--- src/rtl/wcache_pkg.sv ---
package wcache_pkg;
  typedef enum logic [1:0] {
    SQ_IDLE  = 2'd0,
    SQ_ISSUE = 2'd1,
    SQ_WAIT  = 2'd2
  } sq_state_t;
endpackage

--- src/rtl/wc_ptr.sv ---
// Address pointer: fixed base bits plus a wrapping in-window offset.
module wc_ptr #(
  parameter int ADDR_W = 13,
  parameter int OFS_W  = 6,
  parameter int LINE_W = 3
) (
  input  logic                    clk,
  input  logic                    rst_n,
  input  logic                    load,
  input  logic [ADDR_W-1:0]       load_addr,
  input  logic                    step,
  output logic [ADDR_W-OFS_W-1:0] hi,
  output logic [OFS_W-1:0]        ofs,
  output logic [LINE_W-1:0]       first_line
);
  localparam int BYTE_W = OFS_W - LINE_W;

  always_ff @(posedge clk) begin
    if (!rst_n) begin
      hi         <= '0;
      ofs        <= '0;
      first_line <= '0;
    end else if (load) begin
      hi         <= load_addr[ADDR_W-1:OFS_W];
      ofs        <= load_addr[OFS_W-1:0];
      first_line <= load_addr[OFS_W-1:BYTE_W];
    end else if (step) begin
      ofs <= ofs + OFS_W'(1);
    end
  end
endmodule

--- src/rtl/wc_store.sv ---
// Line storage with per-byte valid flags and per-line used flags.
module wc_store #(
  parameter int LINES      = 8,
  parameter int LINE_BYTES = 8,
  localparam int BYTE_W    = $clog2(LINE_BYTES),
  localparam int LINE_W    = $clog2(LINES),
  localparam int SLOTS     = LINES * LINE_BYTES,
  localparam int OFS_W     = $clog2(SLOTS)
) (
  input  logic                    clk,
  input  logic                    rst_n,
  input  logic                    clr,
  input  logic                    wr_en,
  input  logic [OFS_W-1:0]        wr_ofs,
  input  logic [7:0]              wr_data,
  input  logic [LINE_W-1:0]       rd_line,
  output logic [LINE_BYTES*8-1:0] rd_data,
  output logic [LINE_BYTES-1:0]   rd_mask,
  output logic [LINES-1:0]        line_used
);
  logic [7:0]       slot [SLOTS];
  logic [SLOTS-1:0] vld;

  always_ff @(posedge clk) begin
    if (wr_en) slot[wr_ofs] <= wr_data;
  end

  always_ff @(posedge clk) begin
    if (!rst_n)     vld <= '0;
    else if (clr)   vld <= '0;
    else if (wr_en) vld[wr_ofs] <= 1'b1;
  end

  for (genvar l = 0; l < LINES; l++) begin : g_used
    assign line_used[l] = |vld[l*LINE_BYTES +: LINE_BYTES];
  end

  for (genvar b = 0; b < LINE_BYTES; b++) begin : g_rd
    assign rd_data[b*8 +: 8] = slot[{rd_line, BYTE_W'(b)}];
    assign rd_mask[b]        = vld[{rd_line, BYTE_W'(b)}];
  end
endmodule

--- src/rtl/wc_seq.sv ---
// Commit sequencer: walks used lines from the start line, one page per
// handshake, then a self-timed wait per page.
module wc_seq
  import wcache_pkg::*;
#(
  parameter int LINES       = 8,
  parameter int PAGE_CYCLES = 20,
  localparam int LINE_W     = $clog2(LINES),
  localparam int TMR_W      = $clog2(PAGE_CYCLES + 1)
) (
  input  logic              clk,
  input  logic              rst_n,
  input  logic              go,
  input  logic [LINES-1:0]  line_used,
  input  logic [LINE_W-1:0] first_line,
  input  logic              pg_ready,
  output logic              busy,
  output logic              pg_valid,
  output logic [LINE_W-1:0] cur_line,
  output logic              done
);
  sq_state_t         st;
  logic [LINE_W-1:0] off_q;
  logic [TMR_W-1:0]  tmr;
  logic [LINE_W:0]   first_hit;
  logic [LINE_W:0]   next_hit;
  logic              last_tick;

  // Smallest offset >= from whose line (base + offset, modulo LINES) is used.
  function automatic logic [LINE_W:0] seek(input logic [LINES-1:0]  used,
                                           input logic [LINE_W-1:0] base,
                                           input logic [LINE_W:0]   from);
    logic [LINE_W:0]   r;
    logic [LINE_W-1:0] idx;
    r = '0;
    for (int o = LINES - 1; o >= 0; o--) begin
      idx = base + LINE_W'(o);
      if (((LINE_W+1)'(o) >= from) && used[idx]) r = {1'b1, LINE_W'(o)};
    end
    return r;
  endfunction

  always_comb begin
    first_hit = seek(line_used, first_line, '0);
    next_hit  = seek(line_used, first_line, {1'b0, off_q} + (LINE_W+1)'(1));
    last_tick = (st == SQ_WAIT) && (tmr == TMR_W'(PAGE_CYCLES - 1));
  end

  assign done     = last_tick && !next_hit[LINE_W];
  assign busy     = (st != SQ_IDLE);
  assign pg_valid = (st == SQ_ISSUE);
  assign cur_line = first_line + off_q;

  always_ff @(posedge clk) begin
    if (!rst_n) begin
      st    <= SQ_IDLE;
      off_q <= '0;
      tmr   <= '0;
    end else begin
      case (st)
        SQ_IDLE: begin
          if (go && first_hit[LINE_W]) begin
            off_q <= first_hit[LINE_W-1:0];
            st    <= SQ_ISSUE;
          end
        end
        SQ_ISSUE: begin
          if (pg_ready) begin
            tmr <= '0;
            st  <= SQ_WAIT;
          end
        end
        SQ_WAIT: begin
          if (last_tick) begin
            if (next_hit[LINE_W]) begin
              off_q <= next_hit[LINE_W-1:0];
              st    <= SQ_ISSUE;
            end else begin
              st <= SQ_IDLE;
            end
          end else begin
            tmr <= tmr + TMR_W'(1);
          end
        end
        default: st <= SQ_IDLE;
      endcase
    end
  end
endmodule

--- src/rtl/page_write_cache.sv ---
module page_write_cache #(
  parameter int ADDR_W      = 13,
  parameter int LINE_BYTES  = 8,
  parameter int LINES       = 8,
  parameter int PAGE_CYCLES = 20,
  localparam int BYTE_W     = $clog2(LINE_BYTES),
  localparam int LINE_W     = $clog2(LINES),
  localparam int OFS_W      = BYTE_W + LINE_W,
  localparam int HI_W       = ADDR_W - OFS_W,
  localparam int PAGE_W     = ADDR_W - BYTE_W,
  localparam int DATA_W     = LINE_BYTES * 8
) (
  input  logic              clk,
  input  logic              rst_n,
  input  logic              start_ld,
  input  logic [ADDR_W-1:0] start_addr,
  input  logic              in_valid,
  input  logic [7:0]        in_data,
  output logic              in_ready,
  input  logic              stop,
  input  logic              abort,
  output logic              busy,
  output logic              pg_valid,
  input  logic              pg_ready,
  output logic [PAGE_W-1:0] pg_addr,
  output logic [DATA_W-1:0] pg_data,
  output logic [LINE_BYTES-1:0] pg_mask
);
  logic [HI_W-1:0]   hi;
  logic [OFS_W-1:0]  ofs;
  logic [LINE_W-1:0] first_line;
  logic [LINE_W-1:0] cur_line;
  logic [LINES-1:0]  line_used;
  logic              take, load, go, clr, done;

  assign in_ready = ~busy & ~start_ld & ~stop & ~abort;
  assign take     = in_valid & in_ready;
  assign load     = start_ld & ~busy;
  assign go       = stop & ~abort & ~busy;
  assign clr      = load | (abort & ~busy) | done;
  assign pg_addr  = {hi, cur_line};

  wc_ptr #(.ADDR_W(ADDR_W), .OFS_W(OFS_W), .LINE_W(LINE_W)) u_ptr (
    .clk(clk), .rst_n(rst_n), .load(load), .load_addr(start_addr),
    .step(take), .hi(hi), .ofs(ofs), .first_line(first_line)
  );

  wc_store #(.LINES(LINES), .LINE_BYTES(LINE_BYTES)) u_store (
    .clk(clk), .rst_n(rst_n), .clr(clr), .wr_en(take), .wr_ofs(ofs),
    .wr_data(in_data), .rd_line(cur_line), .rd_data(pg_data),
    .rd_mask(pg_mask), .line_used(line_used)
  );

  wc_seq #(.LINES(LINES), .PAGE_CYCLES(PAGE_CYCLES)) u_seq (
    .clk(clk), .rst_n(rst_n), .go(go), .line_used(line_used),
    .first_line(first_line), .pg_ready(pg_ready), .busy(busy),
    .pg_valid(pg_valid), .cur_line(cur_line), .done(done)
  );
endmodule

--- config.mk ---
export PLATFORM = sky130hd
export DESIGN_NAME = page_write_cache
export DESIGN_NICKNAME = d
export VERILOG_FILES = /design/src/rtl/wcache_pkg.sv /design/src/rtl/wc_ptr.sv /design/src/rtl/wc_store.sv /design/src/rtl/wc_seq.sv /design/src/rtl/page_write_cache.sv
export SDC_FILE = /design/constraint.sdc
export NUM_CORES = 1
export LEC_CHECK = 0
export ABC_AREA = 0
export BUFFER_PORTS_ARGS = -buffer_cell sky130_fd_sc_hd__buf_2
export CAP_MARGIN = 30
export CORE_ASPECT_RATIO = 1.75
export CORE_MARGIN = 2
export CORE_UTILIZATION = 35
export CTS_CLUSTER_DIAMETER = 40
export CTS_CLUSTER_SIZE = 25
export DETAILED_ROUTE_END_ITERATION = 12
export PLACE_DENSITY = 0.59
export SYNTH_ARGS = -nofsm -noshare
export SYNTH_HDL_FRONTEND = slang
export SYNTH_SLANG_ARGS = --single-unit
--- constraint.sdc ---
create_clock -name clk -period 5.75 [get_ports clk]
set_clock_uncertainty 0.05 [all_clocks]
set_input_delay 0.8625 -clock clk [delete_from_list [all_inputs] [get_ports clk]]
set_output_delay 0.8625 -clock clk [all_outputs]
set_load 0.02 [all_outputs]
# --- Word level (Yosys, flattened, before mapping) ---
# Memories as Yosys holds them, arrays and structs flattened.
# Index checks and enable logic that the tools add are counted.
word_totals:
  regBits: 90
  ramBits: 512
  inputBits: 28
  out_inout_bits: 85
  memories: 1
op_classes:
  addsub: 11
  magnitude_cmp: 26
  eq_ne: 8
  n_mux: 66
  bitwise: 16
  n_reduce_logical: 30
mem_list:
  columns: ["memory", "depth", "word_bits", "read_ports", "rd_clocked_by_memory_dff", "write_ports", "line_no", "source"]
  rows:
  - ["u_store.slot", 64, 8, 8, 0, 1, "wc_store.sv:21", "logic [7:0] slot [SLOTS];"]
op_table:
  columns: ["operator", "count"]
  rows:
  - ["$mux 4", 16]
  - ["$or 64x64->64", 1]
  - ["$reduce_or 8->1", 8]
  - ["$lt 6x7->1 const B", 9]
  - ["$bmux 1 s3", 16]
  - ["$lt 3x4->1 const B", 8]
  - ["$mux 1", 20]
  - ["$ge 3x4->1 const A", 4]
  - ["$add 3x3->3 const B", 4]
  - ["$logic_and 1x1->1", 12]
  - ["$mux 6", 2]
  - ["$mux 5", 2]
  - ["$pmux 5 s2", 1]
  - ["$mux 3", 3]
  - ["$and 1x1->1", 8]
  - ["$ge 1x4->1 const A", 2]
  - ["$ge 2x4->1 const A", 2]
  - ["$ne 2x1->1 const B", 4]
  - ["$reduce_bool 2->1", 4]
  - ["$add 3x2->3 const B", 2]
  - ["$add 6x1->6 const B", 1]
  - ["$demux 1 s6", 1]
  - ["$ge 6x1->1 const B", 1]
  - ["$mux 2", 3]
  - ["other kinds (17)", 23]

# --- Longest topological paths before layout ---
depth:
  ltp_word: 16
  mapped_depth: 11

# --- By module ---
# From an unflattened synthesis, not the netlist that was laid out.
hier_totals:
  hier_cells: 1272
  area_unflattened_um2: 24656.1
by_module_without_submodules:
  columns: ["mod", "n_inst", "cells_per_inst", "area_each_um2", "seq_area_each_um2"]
  rows:
  - ["wc_store", 1, 1027, 22376.5, 16656.0]
  - ["wc_seq", 1, 171, 1541.5, 200.2]
  - ["wc_ptr", 1, 68, 694.4, 320.3]
  - ["page_write_cache", 1, 6, 43.8, 0.0]

# --- Worst setup path before layout ---
# No wires, ideal clock.
synth_timing:
  path_kind: "register to output"
  from: "register u_ptr.first_line[0]"
  to: "output port pg_data[54]"
  t_arrival_ps: 2932
  setup_slack_ps: 1905
  path_stages_with_launch: 10
  path_cell_list: "dfxtp_1 ha_1 fa_1 xnor2_1 xnor2_1 inv_1 clkbuf_1 clkbuf_1 mux4_2 mux2_2"
synth_between:
  elab_chain_len: 2
synth_rtl:
  columns: ["item", "line_no", "source"]
  rows:
  - ["start, declared", "wc_ptr.sv:14", "output logic [LINE_W-1:0] first_line"]
  - ["start signal, assigned", "wc_ptr.sv:26", "first_line <= load_addr[OFS_W-1:BYTE_W];"]
  - ["$add 3x3->3", "wc_seq.sv:52", "assign cur_line = first_line + off_q;"]
  - ["net pg_addr[2]", "page_write_cache.sv:25", "output logic [PAGE_W-1:0] pg_addr,"]
  - ["$mem_v2 64x8", null, null]
  - ["end, declared", "page_write_cache.sv:26", "output logic [DATA_W-1:0] pg_data,"]
# The timed path passes the listed nets, and every way through them passes these cells.

# --- Worst setup path in the final report ---
layout_timing:
  from: "register u_ptr.first_line[0]"
  to: "output port pg_data[22]"
layout_between:
  elab_chain_len: 2
layout_rtl:
  columns: ["item", "line_no"]
  rows:
  - ["$add 3x3->3", "wc_seq.sv:52"]
  - ["$mem_v2 64x8", null]
# No other way between the ends.

==> parameters.txt <==
Parameter                              Value

Outcome
  Outcome ... finished clean

Final layout
  Fill cell instance count of the final layout ... 6,158
  Post-synthesis to final-layout area growth ... 15.5%
  Non-Filler Instances ... 2,427
  Reg area ... 0.0172 sq mm
  Multi-input gate area in the final layout ... 0.00662 sq mm
  Share of cells above drive strength 1 ... 32.5%
  Number of nets at the end of the flow ... 1,525
  Number of antenna cells inserted ... 0
  Final design instance area without fill ... 0.0278 sq mm

Worst setup path
  CP Class ... reg -> out
  Arrival time of data at the critical path endpoint ... 4080 ps
  Required time at the worst-slack endpoint ... 4840 ps
  Type of element launching the critical path ... register
  Crit. End Element ... output pin
  Critical path peak fanout ... 58

Logic synthesis
  Seq/Total Area, Yosys ... 71.4%
  Synth async-reset ratio ... 0%
  Area share of the leading cell type in the synthesized netlist ... 63.9%
  Predominant post-synthesis flop cell ... edfxtp_1
  EDFF count, synth ... 512
  Post-Synthesis Mean Instance Area ... 18.1 sq um
  Number of cells produced by synthesis ... 1,333
  Synth area leader ... edfxtp_1
  Area of the mapped netlist ... 0.0241 sq mm
  Syn_nets ... 1,371
  Most common cell in the netlist ... edfxtp_1
  Biggest area contributors in the synthesized netlist ... edfxtp_1 (64%), mux4_2 (14%), dfxtp_1 (7.5%)
  Synthesis warning total ... 0
  Number of library cell types mapped by synthesis ... 58
  Commonest cells in the netlist ... edfxtp_1 (512), nor2_1 (187), mux4_2 (153)
  Register bit count reported by yosys ... 602

STA
  Setup TNS ... 0 ps
  Number of hold violations in the final report ... 0
  Crit share post-route ... 86.8%
  Least-Margin Pin Slew ... 1070 ps
  Final Max Tran Viols ... 0
  Hold WS ... 408 ps
  Time the worst path needs with I/O delays and setup ... 4990 ps
  # setup viols final ... 0
  Relative slew slack ... 28.5%
  Maximum operating frequency ... 200 MHz
  Unrepaired setup endpoints after global routing ... false

Placed design
  Number of input and output port buffers inserted ... 112
  Total placed cells including tap cells ... 2,341
  Post-DP HPWL ... 36,100 microns
  Global placer's final weighted congestion ... 0.846
  Area post-placement ... 0.0261 sq mm

Detailed routing
  Detailed-routing iteration count for the pre-antenna-repair pass ... 5
  Final routed wirelength across all metal layers ... 55,900 microns
  Via count ... 12,600
  Residual DRC ... 0
  Routed len/inst ... 23.0 microns
  DRT antenna net count ... 0
  Vias per cell ... 5.20
  Starting DRT DRC Count ... 995

GRT
  Congestion Overflow GR ... 0
  Global-route total usage across every layer ... 15.8%
  Initial antenna violation count ... 0
  Maximum number of pins on one net before global-route repair ... 65
  Wire length of the first global-routing pass ... 84,100 microns
  Vias in the first global route ... 13,100

Clock network
  Total of hold buffers inserted after clock tree synthesis ... 0
  Worst-path clk slew ... 80 ps
  TritonCTS clock tree ... yes
  Resized Gates After CTS ... 0
  Clock latency on the worst-skew pair ... 590 ps
  Number of buffers on the longest clock path ... 3
  Total number of clock tree sinks ... 602
  H-tree depth ... 2
  Root Driver ... clkbuf_16
  # Post-CTS Setup Buffers ... 0
  Total clock buffers created by CTS ... 45

Floorplanning
  Number of top-level pins ... 113
  Width of the die ... 202 microns
  Starting utilization of the core area ... 35.2%
  Area of the die ... 0.0710 sq mm
  Row Count ... 127
  Core region area ... 0.0683 sq mm
  Chip Height ... 351 microns

Power
  Static leakage ... 9.03 nW
  Pwr/cell area ... 357 mW/mm^2
  Maximum ir drop on the vdd rail ... 0.219 mV

Job
  Max-cap violations ... 0

Min path
  Path category of the worst min-delay check ... reg -> reg
-- cells by family (layout without fill, tap and decap cells) --
logic type / after synthesis / after routing / synth area share (%)
AOI/OAI and AO/OA: 78 / 78 / 2.34
xor gates and xnor gates: 13 / 13 / 0.473
buffers and inverters: 72 / 263 / 1.25
adders and majority gates: 10 / 10 / 0.551
muxes: 227 / 227 / 17.8
and+or+nand+nor: 331 / 331 / 6.25
DFF: 602 / 602 / 71.4
-- area by class of cell --
type	count	area share (%)
tap	903	4.06
sequential	602	61.8
timing repair buffer	170	4.06
inverter	9	0.140
multi-input combinational	659	23.8
clock buffer	48	4.24
clock inverter	36	1.91
-- critical path, stage by stage (launching register included) --
cell and delay (ps):
dfxtp_1 540, ha_4 280, fa_4 420, xnor2_1 150, xnor2_1 160, buf_4 190, inv_6 470, buf_4 420
mux4_2 350, mux2_2 280, buf_2 160
-- final timing paths --
kind	start	endpoint	slack (ps)	cells after the start
setup / recovery	u_ptr.first_line[0]	pg_data[22]	760	10
hold / removal	u_ptr.hi[3]	u_ptr.hi[3]	410	2
setup reg to reg	u_ptr.first_line[0]	u_store.vld[23]	1610	9
hold reg to reg	u_ptr.hi[3]	u_ptr.hi[3]	410	2
-- metrics by stage --
| step | power [W] | setup WS, ps | utilization (%) |
|---|---|---|---|
| finish | 0.00993 | 762 | 40.7 |
| global route | 0.0103 | 575 | 40.7 |
| detailed placement | 0.00655 | 1350 | 38.2 |
| floorplan | 0.00600 | 1910 | - |
| CTS | 0.0101 | 708 | 40.7 |
| global placement | 0.00653 | 1360 | 37.7 |
-- cell usage in the layout, fill, tap and decap left out, types with 8 or more instances in the layout --
master | synthesis | final
mux4_2 | 153 | 153
ha_1 | 9 | 8
edfxtp_1 | 512 | 512
nand3_1 | 15 | 15
buf_4 | 6 | 39
nor4_1 | 20 | 19
buf_6 | 1 | 12
o21ba_1 | 10 | 10
dfxtp_1 | 90 | 90
clkbuf_16 | 0 | 47
nand2_1 | 52 | 52
buf_2 | 0 | 112
mux2_2 | 72 | 72
clkinv_8 | 0 | 10
o21ai_0 | 8 | 8
a211oi_1 | 9 | 9
a21oi_1 | 21 | 21
nor2_1 | 187 | 187
inv_6 | 0 | 8
inv_1 | 9 | 8
and2_1 | 8 | 8
-- state kept, by name, indices dropped and copies added (netlist names) --
register and count:
u_store.slot 512, u_ptr.ofs 6, u_seq.tmr 5, u_seq.off_q 3
u_ptr.hi 7, u_ptr.first_line 3, u_seq.st 2, u_store.vld 64
-- where the power goes --
group          switching [W]  internal [W]  total (W)
combinational       0.000915      0.000720    0.00163
clock                0.00179       0.00174    0.00353
sequential         0.0000306       0.00474    0.00477
total                0.00274       0.00720    0.00993
-- per-layer routing --
| layer | vias to the layer above | GRT usage (%) | share of wire, % |
|---|---|---|---|
| met2 | 319 | 28.9 | 53 |
| met1 | 6609 | 19.5 | 40 |
| met3 | 76 | 1.95 | 4.2 |
| li1 | 5605 | - | - |
| met4 | 0 | 4.77 | 2.6 |
| met5 | - | 0 | 0 |
Power figures use the tool's default switching activity.
